[config.mk]
export PLATFORM = sky130hd
export DESIGN_NAME = legacy_route_top
export DESIGN_NICKNAME = d
export VERILOG_FILES = /design/src/rtl/legacy_route_pkg.sv /design/src/rtl/lrt_classify.sv /design/src/rtl/lrt_cfg_regs.sv /design/src/rtl/lrt_port_claim.sv /design/src/rtl/lrt_pick_reg.sv /design/src/rtl/legacy_route_top.sv
export SDC_FILE = /design/constraint.sdc
export NUM_CORES = 1
export LEC_CHECK = 0
export ABC_AREA = 1
export BUFFER_PORTS_ARGS = -buffer_cell sky130_fd_sc_hd__buf_2
export CAP_MARGIN = 5
export CORE_MARGIN = 4
export CORE_UTILIZATION = 40
export CTS_CLUSTER_SIZE = 10
export DETAILED_ROUTE_END_ITERATION = 16
export PLACE_DENSITY = 0.72
export SYNTH_ARGS = -nofsm -noshare
export SYNTH_HDL_FRONTEND = slang
export SYNTH_HIERARCHICAL = 1
export SYNTH_SLANG_ARGS = --single-unit
[constraint.sdc]
create_clock -name clk -period 1.6 [get_ports clk]
set_clock_uncertainty 0.2 [all_clocks]
set_input_delay 0.24 -clock clk [delete_from_list [all_inputs] [get_ports clk]]
set_output_delay 0.24 -clock clk [all_outputs]
set_load 0.02 [all_outputs]
[src/rtl/legacy_route_pkg.sv]
package legacy_route_pkg;

  localparam logic [31:0] MDA_MEM_LO = 32'h000B_0000;
  localparam logic [31:0] MDA_MEM_HI = 32'h000B_7FFF;
  localparam logic [31:0] VGA_MEM_LO = 32'h000A_0000;
  localparam logic [31:0] VGA_MEM_HI = 32'h000B_FFFF;
  localparam logic [31:0] HOLE_LO    = 32'h00F0_0000;
  localparam logic [31:0] HOLE_HI    = 32'h00FF_FFFF;

  typedef struct packed {
    logic any_byte;
    logic any_mda;
    logic any_par;
    logic any_vga;
  } io_class_t;

  typedef struct packed {
    logic mda_mem;
    logic vga_mem;
    logic hole;
  } mem_class_t;

  function automatic logic io_is_mda(input logic [9:0] a);
    return (a == 10'h3B4) || (a == 10'h3B5) || (a == 10'h3B8) ||
           (a == 10'h3B9) || (a == 10'h3BA);
  endfunction

  function automatic logic io_is_par(input logic [9:0] a);
    return (a >= 10'h3BC) && (a <= 10'h3BF);
  endfunction

  function automatic logic io_is_vga(input logic [9:0] a);
    return ((a >= 10'h3B0) && (a <= 10'h3BB)) ||
           ((a >= 10'h3C0) && (a <= 10'h3DF));
  endfunction

endpackage

[src/rtl/lrt_classify.sv]
module lrt_classify
  import legacy_route_pkg::*;
#(
  parameter int AW  = 32,
  parameter int IOW = 16,
  parameter int NBE = 4
) (
  input  logic               req_is_io,
  input  logic [AW-1:0]      req_addr,
  input  logic [NBE-1:0]     req_be,
  input  logic               hole_en,
  output io_class_t          ioc,
  output mem_class_t         mc,
  output logic [IOW-1:0]     io_dw_addr
);
  localparam int LB = $clog2(NBE);

  logic [NBE-1:0] lane_mda, lane_par, lane_vga;

  for (genvar l = 0; l < NBE; l++) begin : g_lane
    logic [9:0] lane_a;
    assign lane_a      = {req_addr[9:LB], LB'(l)};
    assign lane_mda[l] = req_be[l] & io_is_mda(lane_a);
    assign lane_par[l] = req_be[l] & io_is_par(lane_a);
    assign lane_vga[l] = req_be[l] & io_is_vga(lane_a);
  end

  always_comb begin
    ioc.any_byte = |req_be;
    ioc.any_mda  = |lane_mda;
    ioc.any_par  = |lane_par;
    ioc.any_vga  = |lane_vga;
  end

  assign io_dw_addr = {req_addr[IOW-1:LB], {LB{1'b0}}};

  always_comb begin
    mc.mda_mem = (req_addr >= AW'(MDA_MEM_LO)) && (req_addr <= AW'(MDA_MEM_HI));
    mc.vga_mem = (req_addr >= AW'(VGA_MEM_LO)) && (req_addr <= AW'(VGA_MEM_HI));
    mc.hole    = hole_en && !req_is_io &&
                 (req_addr >= AW'(HOLE_LO)) && (req_addr <= AW'(HOLE_HI));
  end

endmodule

[src/rtl/lrt_cfg_regs.sv]
module lrt_cfg_regs #(
  parameter int NPORT = 4,
  localparam int CW   = NPORT + 2
) (
  input  logic             clk,
  input  logic             rst_n,
  input  logic             cfg_we,
  input  logic [CW-1:0]    cfg_wdata,
  input  logic [NPORT-1:0] vga_en,
  output logic [NPORT-1:0] mda,
  output logic             hole_en,
  output logic             ng_mda,
  output logic             cfg_err
);
  logic [NPORT-1:0] mda_nx;
  logic             hole_nx, ng_nx, err_nx;
  logic             bad_combo;

  assign bad_combo = |(mda & ~vga_en);

  always_comb begin
    mda_nx  = mda;
    hole_nx = hole_en;
    ng_nx   = ng_mda;
    if (cfg_we) begin
      mda_nx  = cfg_wdata[NPORT-1:0];
      hole_nx = cfg_wdata[NPORT];
      ng_nx   = cfg_wdata[NPORT+1];
    end
    err_nx = cfg_err | bad_combo;
  end

  always_ff @(posedge clk or negedge rst_n) begin
    if (!rst_n) begin
      mda     <= '0;
      hole_en <= 1'b0;
      ng_mda  <= 1'b1;
      cfg_err <= 1'b0;
    end else begin
      mda     <= mda_nx;
      hole_en <= hole_nx;
      ng_mda  <= ng_nx;
      cfg_err <= err_nx;
    end
  end

  AST_ERR_STICKY: assert property (@(posedge clk) disable iff (!rst_n)
    cfg_err |=> cfg_err);
  AST_ERR_RAISE: assert property (@(posedge clk) disable iff (!rst_n)
    (|(mda & ~vga_en)) |=> cfg_err);

endmodule

[src/rtl/lrt_port_claim.sv]
module lrt_port_claim
  import legacy_route_pkg::*;
#(
  parameter int IOW = 16
) (
  input  logic           is_io,
  input  io_class_t      ioc,
  input  mem_class_t     mc,
  input  logic [IOW-1:0] io_dw_addr,
  input  logic           vga,
  input  logic           mda,
  input  logic           mem_ok_en,
  input  logic           io_ok_en,
  input  logic [IOW-1:0] win_lo,
  input  logic [IOW-1:0] win_hi,
  output logic           claim
);
  logic in_win, illegal, io_ok, mem_ok, mda_owner;

  assign in_win    = (io_dw_addr >= win_lo) && (io_dw_addr <= win_hi);
  assign illegal   = mda & ~vga;
  assign mda_owner = vga & ~mda;

  always_comb begin
    if (ioc.any_par)      io_ok = mda_owner & in_win;
    else if (ioc.any_mda) io_ok = mda_owner;
    else if (ioc.any_vga) io_ok = vga;
    else                  io_ok = in_win;
    io_ok = io_ok & io_ok_en & ioc.any_byte;

    if (mc.mda_mem)       mem_ok = mda_owner;
    else if (mc.vga_mem)  mem_ok = vga;
    else                  mem_ok = 1'b0;
    mem_ok = mem_ok & mem_ok_en & ~mc.hole;

    claim = ~illegal & (is_io ? io_ok : mem_ok);
  end

endmodule

[src/rtl/lrt_pick_reg.sv]
module lrt_pick_reg #(
  parameter int NPORT = 4
) (
  input  logic             clk,
  input  logic             rst_n,
  input  logic             req_valid,
  input  logic [NPORT-1:0] claim,
  input  logic             hole,
  output logic             dec_valid,
  output logic [NPORT-1:0] dec_port,
  output logic             dec_backbone,
  output logic             dec_hole
);
  logic [NPORT-1:0] grant, port_nx;
  logic             bb_nx, hole_nx;

  assign grant = claim & (~claim + NPORT'(1));

  always_comb begin
    port_nx = dec_port;
    bb_nx   = dec_backbone;
    hole_nx = dec_hole;
    if (req_valid) begin
      port_nx = grant;
      bb_nx   = ~|claim;
      hole_nx = hole;
    end
  end

  always_ff @(posedge clk or negedge rst_n) begin
    if (!rst_n) begin
      dec_valid    <= 1'b0;
      dec_port     <= '0;
      dec_backbone <= 1'b0;
      dec_hole     <= 1'b0;
    end else begin
      dec_valid    <= req_valid;
      dec_port     <= port_nx;
      dec_backbone <= bb_nx;
      dec_hole     <= hole_nx;
    end
  end

  AST_ONE_TARGET: assert property (@(posedge clk) disable iff (!rst_n)
    dec_valid |-> ($countones({dec_port, dec_backbone}) == 1));
  AST_STROBE_FOLLOWS: assert property (@(posedge clk) disable iff (!rst_n)
    req_valid |=> dec_valid);
  AST_NO_SPURIOUS: assert property (@(posedge clk) disable iff (!rst_n)
    !req_valid |=> !dec_valid);
  AST_LOWEST_WINS: assert property (@(posedge clk) disable iff (!rst_n)
    (req_valid && claim[0]) |=> dec_port[0]);
  AST_HOLE_STAYS: assert property (@(posedge clk) disable iff (!rst_n)
    (dec_valid && dec_hole) |-> dec_backbone);

endmodule

[src/rtl/legacy_route_top.sv]
module legacy_route_top
  import legacy_route_pkg::*;
#(
  parameter int NPORT = 4,
  parameter int AW    = 32,
  parameter int IOW   = 16,
  parameter int NBE   = 4,
  localparam int CW   = NPORT + 2
) (
  input  logic                 clk,
  input  logic                 rst_n,
  input  logic                 cfg_we,
  input  logic [CW-1:0]        cfg_wdata,
  output logic [CW-1:0]        cfg_rdata,
  output logic                 cfg_err,
  input  logic [NPORT-1:0]     vga_en,
  input  logic [NPORT-1:0]     mem_en,
  input  logic [NPORT-1:0]     io_en,
  input  logic [NPORT*IOW-1:0] io_base,
  input  logic [NPORT*IOW-1:0] io_limit,
  input  logic                 req_valid,
  input  logic                 req_is_io,
  input  logic [AW-1:0]        req_addr,
  input  logic [NBE-1:0]       req_be,
  output logic                 dec_valid,
  output logic [NPORT-1:0]     dec_port,
  output logic                 dec_backbone,
  output logic                 dec_hole
);
  io_class_t        ioc;
  mem_class_t       mc;
  logic [IOW-1:0]   io_dw_addr;
  logic [NPORT-1:0] mda, claim;
  logic             hole_en, ng_mda;

  assign cfg_rdata = {ng_mda, hole_en, mda};

  lrt_cfg_regs #(.NPORT(NPORT)) i_cfg (
    .clk      (clk),
    .rst_n    (rst_n),
    .cfg_we   (cfg_we),
    .cfg_wdata(cfg_wdata),
    .vga_en   (vga_en),
    .mda      (mda),
    .hole_en  (hole_en),
    .ng_mda   (ng_mda),
    .cfg_err  (cfg_err)
  );

  lrt_classify #(.AW(AW), .IOW(IOW), .NBE(NBE)) i_cls (
    .req_is_io (req_is_io),
    .req_addr  (req_addr),
    .req_be    (req_be),
    .hole_en   (hole_en),
    .ioc       (ioc),
    .mc        (mc),
    .io_dw_addr(io_dw_addr)
  );

  for (genvar p = 0; p < NPORT; p++) begin : g_port
    lrt_port_claim #(.IOW(IOW)) i_claim (
      .is_io     (req_is_io),
      .ioc       (ioc),
      .mc        (mc),
      .io_dw_addr(io_dw_addr),
      .vga       (vga_en[p]),
      .mda       (mda[p]),
      .mem_ok_en (mem_en[p]),
      .io_ok_en  (io_en[p]),
      .win_lo    (io_base[p*IOW +: IOW]),
      .win_hi    (io_limit[p*IOW +: IOW]),
      .claim     (claim[p])
    );

    AST_ILLEGAL_SILENT: assert property (@(posedge clk) disable iff (!rst_n)
      (req_valid && mda[p] && !vga_en[p]) |-> !claim[p]);
    AST_MDA_BACKOFF: assert property (@(posedge clk) disable iff (!rst_n)
      (req_valid && req_is_io && mda[p] && ioc.any_mda) |-> !claim[p]);
    AST_IO_GATED: assert property (@(posedge clk) disable iff (!rst_n)
      (req_valid && req_is_io && !io_en[p]) |-> !claim[p]);
    AST_MEM_GATED: assert property (@(posedge clk) disable iff (!rst_n)
      (req_valid && !req_is_io && !mem_en[p]) |-> !claim[p]);
  end

  lrt_pick_reg #(.NPORT(NPORT)) i_pick (
    .clk         (clk),
    .rst_n       (rst_n),
    .req_valid   (req_valid),
    .claim       (claim),
    .hole        (mc.hole),
    .dec_valid   (dec_valid),
    .dec_port    (dec_port),
    .dec_backbone(dec_backbone),
    .dec_hole    (dec_hole)
  );

endmodule

# Word-level counts from Yosys, hierarchy flattened
# Cells that the tools add are included.
# W data, S select, Z words.
dict set report totals {
  in_bits 187
  elab_cells 168
  ff_bits 14
}
dict set report op_classes {
  n_eq_ne 2
  muxes 24
  magnitude_cmp 38
  bitwise_logic 61
  reduce_logical 34
  addsub 1
}
# operator count
set ops {}
lappend ops {{$ge A10 B10 Y1 const B} 12}
lappend ops {{$le A10 B10 Y1 const B} 12}
lappend ops {{$ge A16 B16 Y1} 4}
lappend ops {{$ge A32 B20 Y1 const B} 2}
lappend ops {{$le A16 B16 Y1} 4}
lappend ops {{$le A32 B20 Y1 const B} 2}
lappend ops {{$and A1 B1 Y1} 43}
lappend ops {{$ge A32 B24 Y1 const B} 1}
lappend ops {{$le A32 B24 Y1 const B} 1}
lappend ops {{$mux W1} 24}
lappend ops {{$logic_and A1 B1 Y1} 21}
lappend ops {{$reduce_or A4 Y1} 5}
lappend ops {{$eq A8 B8 Y1 const B} 2}
lappend ops {{$not A1 Y1} 13}
lappend ops {{$and A4 B4 Y4} 2}
lappend ops {{$not A4 Y4} 2}
lappend ops {{$logic_or A1 B1 Y1} 5}
lappend ops {{$add A4 B1 Y4 const B} 1}
lappend ops {{$reduce_or A3 Y1} 1}
lappend ops {{$logic_not A1 Y1} 2}
lappend ops {{$or A1 B1 Y1} 1}

# Longest topological paths before layout
dict set report logic_depth {
  depth_word 15
  ltp_mapped 21
}

# By module
# The synthesis kept the hierarchy.
# mod area_per_inst_um2 n_inst seq_area_each_um2 cells_per_inst
set by_module_without_submodules {}
lappend by_module_without_submodules {lrt_port_claim 939.7 4 0.0 155}
lappend by_module_without_submodules {lrt_classify 332.8 1 0.0 63}
lappend by_module_without_submodules {lrt_cfg_regs 315.3 1 176.4 39}
lappend by_module_without_submodules {lrt_pick_reg 280.3 1 175.2 31}
lappend by_module_without_submodules {legacy_route_top 15.0 1 0.0 2}

# Worst setup path after synthesis
# OpenSTA, ideal clock, no wires.
dict set report synth_path {
  path_type {input to register}
  start {input port req_addr[7]}
  end {register i_pick.dec_port[1]}
  arrival_time_ns 1.574
  stages 15
  slack_ns -0.291
  path_buffers 1
  path_cell_list {buf_4 -> ha_1 -> a21o_1 -> nor2_1 -> nand2_1 -> nand2_1 -> nand2_1 -> nand2_1 -> nand2_1 -> nand2_1 -> nand2_1 -> a21oi_2 -> inv_1 -> nand3_1 -> nand2_1}
}
dict set report synth_between {
  elab_chain_cells 15
  elab_cells_between_ends 101
  classes_between {1 x add/sub; 34 x order compare; 2 x eq/ne; 12 x mux; 26 x bitwise; 26 x reduce/logical}
}
# item line_no
set synth_lines {}
lappend synth_lines {{start: declaration} legacy_route_top.sv:23} ;# input logic [AW-1:0] req_addr,
lappend synth_lines {{$ge A10 B10 Y1 (tied with other cells)} legacy_route_pkg.sv:33} ;# return ((a >= 10'h3B0) && (a <= 10'h3BB)) ||
lappend synth_lines {{$logic_and A1 B1 Y1 (on tied branches)} {legacy_route_pkg.sv:33, legacy_route_pkg.sv:34}}
lappend synth_lines {{$logic_or A1 B1 Y1} legacy_route_pkg.sv:33}
lappend synth_lines {{$and A1 B1 Y1} lrt_classify.sv:25} ;# assign lane_vga[l] = req_be[l] & io_is_vga(lane_a);
lappend synth_lines {{$reduce_or A4 Y1} lrt_classify.sv:32} ;# ioc.any_vga = |lane_vga;
lappend synth_lines {{$mux W1} lrt_port_claim.sv:27} ;# else if (ioc.any_vga) io_ok = vga;
lappend synth_lines {{$mux W1} lrt_port_claim.sv:26} ;# else if (ioc.any_mda) io_ok = mda_owner;
lappend synth_lines {{$mux W1} lrt_port_claim.sv:25} ;# if (ioc.any_par) io_ok = mda_owner & in_win;
lappend synth_lines {{$and A1 B1 Y1 (2 in a row)} lrt_port_claim.sv:29} ;# io_ok = io_ok & io_ok_en & ioc.any_byte;
lappend synth_lines {{$mux W1 (*)} lrt_port_claim.sv:36} ;# claim = ~illegal & (is_io ? io_ok : mem_ok);
lappend synth_lines {{$and A1 B1 Y1 (*)} lrt_port_claim.sv:36}
lappend synth_lines {{net claim[0]} legacy_route_top.sv:33} ;# logic [NPORT-1:0] mda, claim;
lappend synth_lines {{$not A4 Y4 (*)} lrt_pick_reg.sv:17} ;# assign grant = claim & (~claim + NPORT'(1));
lappend synth_lines {{$add A4 B1 Y4 (*)} lrt_pick_reg.sv:17}
lappend synth_lines {{$and A4 B4 Y4 (*)} lrt_pick_reg.sv:17}
lappend synth_lines {{end signal: assignment} lrt_pick_reg.sv:38} ;# dec_port <= port_nx;
lappend synth_lines {{end: declaration} lrt_pick_reg.sv:10} ;# output logic [NPORT-1:0] dec_port,
# The timed path passes the listed nets; every way through them passes the cells marked *.
# A chain may end at the register's enable or synchronous reset.

==> metrics.md <==
| Metric | Value |
|---|---|
| Multiplexer area fraction after synthesis | 0% |
| EDFF count, synth | 0 |
| Commonest cells post-synth | nand2_1 (186), inv_1 (175), ha_1 (128) |
| Chip height | between 100 and 150 um |
| RSZ-0062 raised after global routing | true |
| Worst-path cell chain | buf_6, nor2_4, nand2_2, nor2_4, inv_2, nor3_2, buf_4, a21oi_1, nor4b_2, o21ai_1, a21oi_2, nor2_1, nand3_2, nand2_1 |
| Ys flop type | dfrtp_1 |
| Failing checks | setup timing |
| Clock root buffer | clkbuf_16 |
| Total gr overflow | 0 |
| DP HPWL | 11,900 um |
| Cells after Synth | 755 |
| Vias | about 5,200 |
| Non-filler cells, final | approximately 1,100 |
| GR Layer Usage met1 | 23.0% |
| Reported net switching power | 1.02 mW |
| Initial antenna violation count | 0 |
| Post-synthesis simple-gate area fraction | a little over a quarter |
| Area of the multi-input gates | 4270 um2 |
| Maximum vdd drop | 0.483 mV |
| Cell variety after synth | 29 |
| Detailed Routing Iterations Pass 1 | 4 |
| Met3 usage in global routing | 3.42% |
| Top Ports | approximately 200 |
| Setup TNS | -1.25 ns |
| Outcome | finished with violations |
| Cell with the largest stage delay on the worst path | nor4b_2 |
| Number of gates on the worst path with buffers counted | 14 |
| Slew Viols, Final | 0 |
| Final WS setup | -0.296 ns |
| First-pass GRT wire length | 21,700 um |
| Cell Area, Synth | 4700 um2 |
| Post-synth top area cell | ha_1 |
| Layout area overhead | 48.9% |
| Ys Warns | 6 |
| Synth Area in Compound Gates | 12.6% |
| Sequential share of power | 15.7% |
| Crit path buffers/inverters | 3 |
| Highest Clock Rate | 528 MHz |
| Crit path max fanout | 4 |
| GRT Total Usage | 20.0% |
| Clock Latency Late Sink | 0.24 ns |
| Setup crit end kind | flop |
| Final hold viol count | 0 |
| Hold wc startpoint | cfg_wdata[2] |
| Pre-CTS setup slack | -0.707 ns |
| Worst r2r src | i_cfg/hole_en$_DFFE_PN0P_ |
| Minimum clock period | 1.90 ns |
| Crit Path Category | input pin to flop |
| Worst reg-to-reg path cell count | 9 |
| Placed cell areas | 6390 um2 |
| CORE AREA | 11,500 um2 |
| Setup Viol. Count Final | 5 |
| Hold Path Stages | 3 |
| Worst Path Required | 1.53 ns |
| Synth Area in XOR/XNOR | 0% |
| Final net count | 1,282 |
| Most numerous cell in the Yosys netlist | nand2_1 |
| Crit start category | input pin |
| H-Tree Depth | 1 |
| Pint | between 1.5 and 2 mW |
| Clk sinks | 14 |
| Synthesized area per cell | 6.23 um2 |
| Net Sw Frac | 40.0% |
| Number of instances in the placed design | 1,097 |
| Worst R2R End | i_pick/dec_port[3]$_DFFE_PN0P_ |
| Combinational power share | between 60% and 70% |
| Drt initial violations | roughly 170 |
| Most Crowded Layer GR | met2 |
| Top cells by area, synth | ha_1 (34%), nand2_1 (15%), inv_1 (14%), dfrtp_1 (6.9%), a21oi_1 (5.2%) |
| Period utilisation layout | 118% |
| TritonCTS buffer count | 3 |
| Starting Density | roughly 41% |
| Share of layout cells above drive strength 1 | 37.5% |
| Top delay family on crit path | simple AND/OR/NAND/NOR gates |
| FF/Latch Area | 352 um2 |
| Sequential area share after synthesis | under 10% |
| Total Power | 2.55 mW |
| Max incr delay on CP | 0.29 ns |
| Hold Path Sink | i_cfg/mda[2]$_DFFE_PN0P_ |
| CP arrival | 1.83 ns |
| Final Cell Area | 7000 um2 |
| Static leakage | 3.99 nW |
| Fill count | roughly 1,100 |
| Critical Path Source | req_addr[30] |
| Post-synthesis adder-cell area fraction | 34.1% |
| Crit-path most repeated cell | nor2_4 |
| Post-route ant nets | 0 |
| I/O Buffers | 198 |
| Die area | between 10,000 and 15,000 um2 |
| Final GP Congestion | 0.836 |
| Vias/cell | 4.70 |
| Max_cap viols | 0 |
| Util after Layout | between 60% and 70% |
| Hold_ws | approximately 0.0083 ns |
| Die width | 116 um |
| Met2 Use GR | about two fifths |
| Top cell type's share of synthesized area | roughly 34% |
| Pwr dens | 365 nW/um2 |
| Rows | 39 |
| Number of global-route vias before repair | 4,899 |
| WL final | ~14,000 um |
| FFs w/ async S/R, synth | 100% |
| Wire length per cell | 12.6 um |
| Hold Path Class | input pin to flop |
| Clock Pin Slew Worst Setup and Hold Paths | 0.05 ns |
| Drt drc | 0 |
| CTS tree | yes |
| Pin count of the biggest net entering global routing | 15 |
| Largest family of logic cells by synthesized area | adder cells |
| Yosys reg bits | 14 |
| R2R setup slack | -0.21 ns |
| Worst-case clock buffer depth | 2 |
| Clk pwr share | 20.6% |
[power groups by stage]
stage | registers, mW | logic, mW | clock network (mW)
detailed placement | 0.405 | 1.48 | 0
global placement | 0.407 | 1.45 | 0
CTS | 0.402 | 1.59 | 0.533
finish | 0.402 | 1.63 | 0.525
floorplan | 0.438 | 0.952 | 0
global route | 0.406 | 1.86 | 0.553
[kinds of logic after synthesis]
family	count (synthesis)
AND/OR/NAND/NOR	301
flip-flops	14
other	1
adder cells (fa/ha/maj)	128
buffers and inverters	213
AO/OA/AOI/OAI	98
[layout by cell type (no fill, tap or decap), types with 16 or more instances in the layout]
master   synthesis  final
ha_1           128     79
buf_4           18     23
nor2_1          60     52
nand3_1         17     16
nand2_1        186    173
a21oi_1         49     42
buf_2            0    180
nand2_2          4     17
inv_2           14     17
inv_1          175    172
ha_4             0     49
[tightest hold or removal path, stage by stage]
cell and delay [ns]:
buf_2 0.07, nand2_1 0.04, o21ai_1 0.06
[state kept, by name, indices dropped and copies added, names as in the netlist]
| name | flops |
|---|---|
| i_cfg/mda | 4 |
| i_cfg/cfg_err | 1 |
| i_cfg/ng_mda | 1 |
| i_pick/dec_port | 4 |
| i_pick/dec_backbone | 1 |
| i_cfg/hole_en | 1 |
| i_pick/dec_hole | 1 |
| i_pick/dec_valid | 1 |
[layout make-up]
class | count | share of cell area [%]
antenna | 1 | 0.0357
inverter | 194 | 10.4
tap | 143 | 2.56
clock buffer | 4 | 1.27
multi-input combinational | 529 | 60.9
sequential | 14 | 5.02
timing repair buffer | 225 | 19.8
[worst max path at each step]
| stage | endpoint | slack (ns) |
|---|---|---|
| after floorplan | i_pick/dec_port[1]$_DFFE_PN0P_ | -0.24 |
| after global placement | i_pick/dec_port[2]$_DFFE_PN0P_ | -0.68 |
| after detailed placement | i_pick/dec_port[3]$_DFFE_PN0P_ | -0.71 |
| after CTS | i_pick/dec_port[2]$_DFFE_PN0P_ | -0.26 |
| after global routing | i_pick/dec_port[1]$_DFFE_PN0P_ | -0.47 |
| final | i_pick/dec_port[3]$_DFFE_PN0P_ | -0.30 |
[timing repair]
item,4_1_cts,5_1_grt
hold buffers,2,0
hold endpoints to repair,15,0
setup endpoints to repair,5,5
gates resized for setup,65,31
pin swaps,36,29
gates cloned,2,0
buffers inserted,2,3
[metal layers]
metal	vias up	part of all wire, %
met5	-	0
met4	0	1.7
met3	18	6.6
met2	129	51
met1	2283	41
li1	2787	-
(Power assumes the default switching activity.)
